==> config.mk <==
export PLATFORM = sky130hd
export DESIGN_NAME = cflut_unit
export DESIGN_NICKNAME = d
export VERILOG_FILES = /design/src/rtl/cflut_pkg.sv /design/src/rtl/cflut_lane.sv /design/src/rtl/cflut_ctrl.sv /design/src/rtl/cflut_datapath.sv /design/src/rtl/cflut_unit.sv
export SDC_FILE = /design/constraint.sdc
export NUM_CORES = 1
export LEC_CHECK = 0
export BUFFER_PORTS_ARGS = -buffer_cell sky130_fd_sc_hd__clkbuf_2
export CORE_ASPECT_RATIO = 0.75
export CORE_MARGIN = 1.5
export CORE_UTILIZATION = 42
export CTS_CLUSTER_DIAMETER = 120
export DETAILED_ROUTE_END_ITERATION = 8
export HOLD_SLACK_MARGIN = 0.03
export MAX_ROUTING_LAYER = met4
export PLACE_DENSITY_LB_ADDON = 0.2
export RECOVER_POWER = 25
export SETUP_SLACK_MARGIN = 0.2
export SYNTH_ARGS = -nofsm -noshare
export SYNTH_HDL_FRONTEND = slang
export SYNTH_SLANG_ARGS = --single-unit
==> constraint.sdc <==
create_clock -name clk -period 1.8 [get_ports clk]
set_input_delay 0.18 -clock clk [delete_from_list [all_inputs] [get_ports clk]]
set_output_delay 0.18 -clock clk [all_outputs]
set_load 0.005 [all_outputs]
==> src/rtl/cflut_pkg.sv <==
`timescale 1ns/1ps
package cflut_pkg;

  typedef enum logic [1:0] {
    OP_BIT  = 2'd0,
    OP_TRI  = 2'd1,
    OP_DUO  = 2'd2,
    OP_PASS = 2'd3
  } opSel_e;

  typedef struct packed {
    logic load;
    logic useBit;
    logic useTri;
    logic useDuo;
  } ctrlStrobes_t;

endpackage

==> src/rtl/cflut_lane.sv <==
`timescale 1ns/1ps
// One bit position of the field operations: both table lookups and the
// masked merge with the old destination bit.
module cflut_lane #(
  parameter int TRI_TBL = 8,
  parameter int DUO_TBL = 4
) (
  input  logic               oldBit,
  input  logic               aBit,
  input  logic               bBit,
  input  logic               maskBit,
  input  logic [TRI_TBL-1:0] triTable,
  input  logic [DUO_TBL-1:0] duoTable,
  output logic               triOut,
  output logic               duoOut
);
  logic [2:0] triIdx;
  logic [1:0] duoIdx;

  always_comb begin
    triIdx = {oldBit, aBit, bBit};
    duoIdx = {oldBit, aBit};
    triOut = maskBit ? triTable[triIdx] : oldBit;
    duoOut = maskBit ? duoTable[duoIdx] : oldBit;
  end
endmodule

==> src/rtl/cflut_ctrl.sv <==
`timescale 1ns/1ps
module cflut_ctrl
  import cflut_pkg::*;
(
  input  logic         clk,
  input  logic         rstN,
  input  logic         inValid,
  input  logic [1:0]   opSel,
  output ctrlStrobes_t strobes,
  output logic         done
);
  always_comb begin
    strobes      = '0;
    strobes.load = inValid;
    unique case (opSel_e'(opSel))
      OP_BIT:  strobes.useBit = 1'b1;
      OP_TRI:  strobes.useTri = 1'b1;
      OP_DUO:  strobes.useDuo = 1'b1;
      default: ;
    endcase
  end

  always_ff @(posedge clk) begin
    if (!rstN) done <= 1'b0;
    else       done <= inValid;
  end
endmodule

==> src/rtl/cflut_datapath.sv <==
`timescale 1ns/1ps
module cflut_datapath
  import cflut_pkg::*;
#(
  parameter int FIELD_W = 4,
  localparam int SEL_W   = $clog2(FIELD_W),
  localparam int TRI_TBL = 8,
  localparam int DUO_TBL = 4
) (
  input  logic               clk,
  input  logic               rstN,
  input  ctrlStrobes_t       strobes,
  input  logic [SEL_W-1:0]   bitSel,
  input  logic [FIELD_W-1:0] dstField,
  input  logic [FIELD_W-1:0] srcA,
  input  logic [FIELD_W-1:0] srcB,
  input  logic [TRI_TBL-1:0] tableImm,
  input  logic [FIELD_W-1:0] wrMask,
  output logic [FIELD_W-1:0] resField
);
  logic [FIELD_W-1:0] triVec;
  logic [FIELD_W-1:0] duoVec;
  logic [FIELD_W-1:0] bitVec;
  logic [FIELD_W-1:0] nextField;
  logic [2:0]         bitIdx;
  logic               bitResult;

  generate
    for (genvar i = 0; i < FIELD_W; i++) begin : gLane
      cflut_lane #(.TRI_TBL(TRI_TBL), .DUO_TBL(DUO_TBL)) lane_i (
        .oldBit  (dstField[i]),
        .aBit    (srcA[i]),
        .bBit    (srcB[i]),
        .maskBit (wrMask[i]),
        .triTable(tableImm),
        .duoTable(srcB[DUO_TBL-1:0]),
        .triOut  (triVec[i]),
        .duoOut  (duoVec[i])
      );
    end
  endgenerate

  always_comb begin
    bitIdx    = {dstField[bitSel], srcA[bitSel], srcB[bitSel]};
    bitResult = tableImm[bitIdx];
  end

  generate
    for (genvar i = 0; i < FIELD_W; i++) begin : gBit
      assign bitVec[i] = (bitSel == SEL_W'(i)) ? bitResult : dstField[i];
    end
  endgenerate

  always_comb begin
    if (strobes.useBit)      nextField = bitVec;
    else if (strobes.useTri) nextField = triVec;
    else if (strobes.useDuo) nextField = duoVec;
    else                     nextField = dstField;
  end

  always_ff @(posedge clk) begin
    if (!rstN)             resField <= '0;
    else if (strobes.load) resField <= nextField;
  end
endmodule

==> src/rtl/cflut_unit.sv <==
`timescale 1ns/1ps
module cflut_unit
  import cflut_pkg::*;
#(
  parameter int FIELD_W = 4,
  localparam int SEL_W   = $clog2(FIELD_W),
  localparam int TRI_TBL = 8
) (
  input  logic               clk,
  input  logic               rstN,
  input  logic               inValid,
  input  logic [1:0]         opSel,
  input  logic [SEL_W-1:0]   bitSel,
  input  logic [FIELD_W-1:0] dstField,
  input  logic [FIELD_W-1:0] srcA,
  input  logic [FIELD_W-1:0] srcB,
  input  logic [TRI_TBL-1:0] tableImm,
  input  logic [FIELD_W-1:0] wrMask,
  output logic [FIELD_W-1:0] resField,
  output logic               done
);
  ctrlStrobes_t strobes;

  cflut_ctrl ctrl_i (
    .clk    (clk),
    .rstN   (rstN),
    .inValid(inValid),
    .opSel  (opSel),
    .strobes(strobes),
    .done   (done)
  );

  cflut_datapath #(.FIELD_W(FIELD_W)) dp_i (
    .clk     (clk),
    .rstN    (rstN),
    .strobes (strobes),
    .bitSel  (bitSel),
    .dstField(dstField),
    .srcA    (srcA),
    .srcB    (srcB),
    .tableImm(tableImm),
    .wrMask  (wrMask),
    .resField(resField)
  );
endmodule

* Word-level counts from Yosys, hierarchy flattened
Index checks and enable logic that the tools add are counted.
Storage, ports and cells: output and inout bits 5, bits in latches 0, bits in registers 5, memory bits (read-only) 0, memories 0, RAM bits 0, word-level logic and storage cells 61
Operators by class: bitwise logic cells 0, add/sub/neg operators 0, multiplexer cells 42, reductions and logical operators 2, multipliers 0, shift operators 0, order comparisons 10, equality and inequality tests 5, div/mod/pow operators 0
Operators by type and width (count):
- $mux W1 | 27
- $lt A3 B4 Y1 const B | 5
- $bmux W1 S3 | 5
- $lt A2 B3 Y1 const B | 5
- $bmux W1 S2 | 7
- $mux W4 | 3
- $eq A2 B2 Y1 const B | 3
- $eq A2 B1 Y1 const B | 2
- $logic_not A2 Y1 | 2

* Longest topological paths before layout
depth after elaboration 6, depth in mapped cells 7, mapped depth without buffers 5

* Cells and area by module
Synthesis repeated with hierarchy kept, for this count alone.
Second synthesis, totals: cells, all modules 107, area, all modules 974.7 sq um
Modules (own cells, without submodules):
- cflut_datapath | times used 1, seq. area each 80.1 sq um, area each 501.7 sq um, cells an instance 57
- cflut_lane | times used 4, seq. area each 0.0 sq um, area each 105.1 sq um, cells an instance 11
- cflut_ctrl | times used 1, seq. area each 20.0 sq um, area each 52.6 sq um, cells an instance 6

* Worst setup path before layout
Ideal clock, no wire load.
kind in2reg, start in bitSel[0], end reg dp_i.resField[0], stages on the path 6, data arrival time 1506 ps, slack 156 ps, library setup time 138 ps, path through buf_6 -> mux4_2 -> mux2_4 -> a2bb2oi_2 -> nand3_2 -> a41oi_2
On the way: word-level cells in the longest chain between the ends 6, elaborated cells on any way between the ends 11, those cells by class mux: 10; reduce/logical: 1
Ends and longest elaborated chain:
- from (decl) | line cflut_unit.sv:13 | input logic [SEL_W-1:0] bitSel,
- $bmux W1 S2 | line cflut_datapath.sv:44 | bitIdx = {dstField[bitSel], srcA[bitSel], srcB[bitSel]};
- $mux W1 (not written as such) | line cflut_datapath.sv:44
- $bmux W1 S3 | line cflut_datapath.sv:45 | bitResult = tableImm[bitIdx];
- $mux W1 (not written as such) | line cflut_datapath.sv:45
- $mux W1 * | line cflut_datapath.sv:50 | assign bitVec[i] = (bitSel == SEL_W'(i)) ? bitResult : dstField[i];
- $mux W4 * | line cflut_datapath.sv:55 | if (strobes.useBit) nextField = bitVec;
- to (signal assigned) | line cflut_datapath.sv:63 | else if (strobes.load) resField <= nextField;
- to (decl) | line cflut_datapath.sv:19 | output logic [FIELD_W-1:0] resField
Mark *: on every way between the ends. The rest lies on a longest branch, timed or not. The select of a mux whose other input is x is not followed. A chain may end at the register's enable or synchronous reset.

* Final worst setup path
start in bitSel[0], end reg dp_i.resField[3]
Same word-level chain as after synthesis.

==> results.py <==
metrics = {
    "status": {
        "run_status": "finished clean",
    },
    "synth": {
        "synthesized_area_fraction_occupied_by_xor_and_xnor_cells": 0,
        "synth_compound_gate_area_share": 0.2346,
        "synth_top_cell_by_area": "sky130_fd_sc_hd__mux4_2",
        "synth_area_per_cell_um2": 9.359,
        "synth_fp_nets": 133,
        "synth_mux_area_frac": 0.3617,
        "synth_cell_types": 42,
        "async_set_or_reset_flop_fraction_in_the_synthesized_netlist": 0,
        "synthAdderAreaFrac": 0,
        "dominantRegCellSynth": "sky130_fd_sc_hd__dfxtp_1",
        "yosys.area_share.simple": 0.2254,
        "synth_seq_area_share": 0.1048,
        "synthDominantCellAreaShare": 0.2359,
        "synth_edf_count": 0,
        "syn_inst": 102,
        "synth.cell_area_um2": 954.7,
        "synth.ff_latch_count": 5,
        "synth.area.top_cells": "sky130_fd_sc_hd__mux4_2 (24%), sky130_fd_sc_hd__dfxtp_1 (10%), sky130_fd_sc_hd__mux2i_1 (6.3%)",
        "largest_family_of_logic_cells_by_synthesized_area": "multiplexers",
        "yosys_warnings": 0,
    },
    "worst_setup_path": {
        "timing.critical_path.to_type": "register",
        "cp_max_fo": 4,
        "criticalPathCategory": "in -> reg",
        "capture_instance_of_the_worst_register_to_register_path": "dp_i.resField[1]$_SDFFE_PN0P_",
        "worstPathArrival_ns": 1.62,
        "rrSetupSlack_ns": 0.88,
        "r2r_start": "dp_i.resField[1]$_SDFFE_PN0P_",
        "r2r_cells": 4,
        "crit_path_start_kind": "input port",
        "required_ns": 1.90,
    },
    "route": {
        "vias": 1063,
        "drt_pre_antenna_iters": 6,
        "detail_route.vias_per_cell": 6.602,
        "remaining_antenna_violation_count": 0,
        "number_of_remaining_drc_errors": 0,
        "totalWireLength_um": 2837,
        "drt-initial-drc-count": 46,
        "route.detailed.wl_per_inst_um": 17.62,
    },
    "die": {
        "die_height_um": 44.29,
        "die_area_um2": 2571,
        "die_width_um": 58.05,
        "placementRows": 14,
        "io-pin-count": 36,
        "floorplan.initialDensity": 0.4619,
        "core_region_area_um2": 2067,
    },
    "clocking": {
        "clock_tree_root_buffer_cell": "sky130_fd_sc_hd__clkbuf_4",
        "cts_tree": "done",
        "tritoncts_num_sinks": 5,
        "h-tree-depth": 1,
        "insertion_delay_ns": 0.25,
        "cts_buffers": 3,
        "cts_setup_buffers": 0,
        "cts_buffer_depth": 2,
        "cts-resized-gates": 0,
        "cts_hold_buffers": 0,
        "cts.reportedPaths.clkPinSlew_ns": 0.05,
    },
    "timing": {
        "rsz0062_at_grt": "false",
        "drv_slew": 0,
        "fmax_mhz": 658.4,
        "slew_headroom": 0.7076,
        "finalWorstPathRequiredPeriod_ns": 1.519,
        "finalSetupViolations": 0,
        "setup_tns_ns": 0,
        "worstMarginPinSlew_ns": 0.4331,
        "final_hold_viol_count": 0,
        "setup_ws_ns": 0.2811,
        "finClkSkew_ns": 0,
        "min_period_over_period": 0.8438,
    },
    "place": {
        "numPortBuffers": 35,
        "placed_cells_incl_taps": 157,
        "pre_cts_ws_ns": 0.01926,
        "dp.final_hpwl_um": 2360,
        "place.gp.congestion": 0.8910,
    },
    "power_and_ir_drop": {
        "power_per_cell_area_nw_per_um2": 471.8,
        "static-leakage-power_uw": 0.0004912,
        "peakVddDrop_mv": 0.1726,
    },
    "global_routing": {
        "number_of_antenna_violations_at_the_first_check_in_global_routing": 0,
        "global_route.overflow_total": 0,
        "globalRouteTotalUtil": 0.2448,
        "grt_first_pass_wirelength_um": 4567,
        "first_global_vias": 1009,
        "maximum_number_of_pins_on_one_net_before_global_route_repair": 11,
    },
    "finish": {
        "layout.cells.most_common": "sky130_fd_sc_hd__clkbuf_2",
        "finalCoreUtilization": 0.5648,
        "synthToLayoutAreaGrowth_pct": 22.28,
        "total_nets_final": 169,
        "most_frequent_cells_in_the_layout": "sky130_fd_sc_hd__clkbuf_2 (34), sky130_fd_sc_hd__mux4_2 (10), sky130_fd_sc_hd__nand2_1 (9), sky130_fd_sc_hd__o21ai_0 (7)",
        "share_of_post_route_cells_with_drive_strength_above_1": 0.4818,
        "diodes": 0,
        "final_cell_count_no_fill": 161,
    },
    "hold_path": {
        "whs_endpoint": "ctrl_i.done$_SDFF_PN0_",
        "hold_path_depth": 2,
        "hold_path.class": "in -> reg",
        "timing.hold.worst.start": "rstN",
    },
    "flow_run": {
        "drv.max_cap_violation_count": 0,
    },
}
[how the worst max path moves through the flow]
stage          startpoint                            end  slack [ns]  cells past startpoint
2_1_floorplan   bitSel[0]  dp_i.resField[3]$_SDFFE_PN0P_        0.19                      6
3_3_place_gp    bitSel[0]  dp_i.resField[3]$_SDFFE_PN0P_        0.08                      6
3_5_place_dp    bitSel[0]  dp_i.resField[3]$_SDFFE_PN0P_        0.02                      6
4_1_cts         bitSel[0]  dp_i.resField[3]$_SDFFE_PN0P_        0.29                      6
5_1_grt         bitSel[0]  dp_i.resField[3]$_SDFFE_PN0P_        0.20                      6
6_report        bitSel[0]  dp_i.resField[3]$_SDFFE_PN0P_        0.28                      6
[worst max-delay path: stages]
cell and delay, ns:
sky130_fd_sc_hd__clkbuf_2 0.15, sky130_fd_sc_hd__mux4_2 0.59, sky130_fd_sc_hd__mux2_4 0.34, sky130_fd_sc_hd__a2bb2oi_4 0.16
sky130_fd_sc_hd__nand3_1 0.09, sky130_fd_sc_hd__a41oi_1 0.11
[cells in the mapped netlist, types with 2 or more instances]
library cell                number
sky130_fd_sc_hd__a21oi_1         2
sky130_fd_sc_hd__buf_4           2
sky130_fd_sc_hd__buf_6           2
sky130_fd_sc_hd__clkbuf_1        4
sky130_fd_sc_hd__dfxtp_1         5
sky130_fd_sc_hd__mux2_2          4
sky130_fd_sc_hd__mux2i_1         6
sky130_fd_sc_hd__mux4_2         10
sky130_fd_sc_hd__nand2_1         9
sky130_fd_sc_hd__nand2b_1        2
sky130_fd_sc_hd__nand3_1         5
sky130_fd_sc_hd__nand4_1         2
sky130_fd_sc_hd__nor2_1          4
sky130_fd_sc_hd__nor2b_1         3
sky130_fd_sc_hd__nor3b_1         3
sky130_fd_sc_hd__o2111ai_1       2
sky130_fd_sc_hd__o21ai_0         7
sky130_fd_sc_hd__o22ai_1         6
[metrics by stage]
stage | hold slack (ns) | cell area (µm²) | total power (µW)
6_report | 0.2104 | 1167 | 550.8
4_1_cts | 0.2091 | 1169 | 552.0
3_3_place_gp | 0.4529 | 1142 | 404.3
2_1_floorplan | 0.3073 | 973.4 | 321.4
3_5_place_dp | 0.4685 | 1142 | 411.0
5_1_grt | 0.2251 | 1167 | 582.5
[power by group]
part           switching [µW]  internal (µW)
combinational             143            144
clock                    54.7           84.4
sequential               4.53            120
total                     202            348
[cell families after synthesis]
| logic type | after synthesis |
|---|---|
| mux | 21 |
| flops | 5 |
| buf+inv | 10 |
| compound gates | 29 |
| simple gates | 37 |
[routing by layer]
metal	wire length, µm	up-vias	global-route usage
met5	0	-	-
met4	48	0	0.09302
met3	277	9	0.03216
met2	1313	60	0.3841
met1	1198	508	0.3249
li1	-	486	-
[state kept, by name, indices dropped and copies added, names as in the netlist]
| register | cells |
|---|---|
| dp_i.resField | 4 |
| ctrl_i.done | 1 |
[layout make-up]
type,count,area (µm²)
fillers,209,899.6
flip-flops and latches,5,100.1
repair buffers,40,211.5
clock buffers,4,26.28
well taps,24,30.03
multi-input cells,87,795.8
inverters,1,3.754
Note: power is estimated with default switching activity, not from simulation.
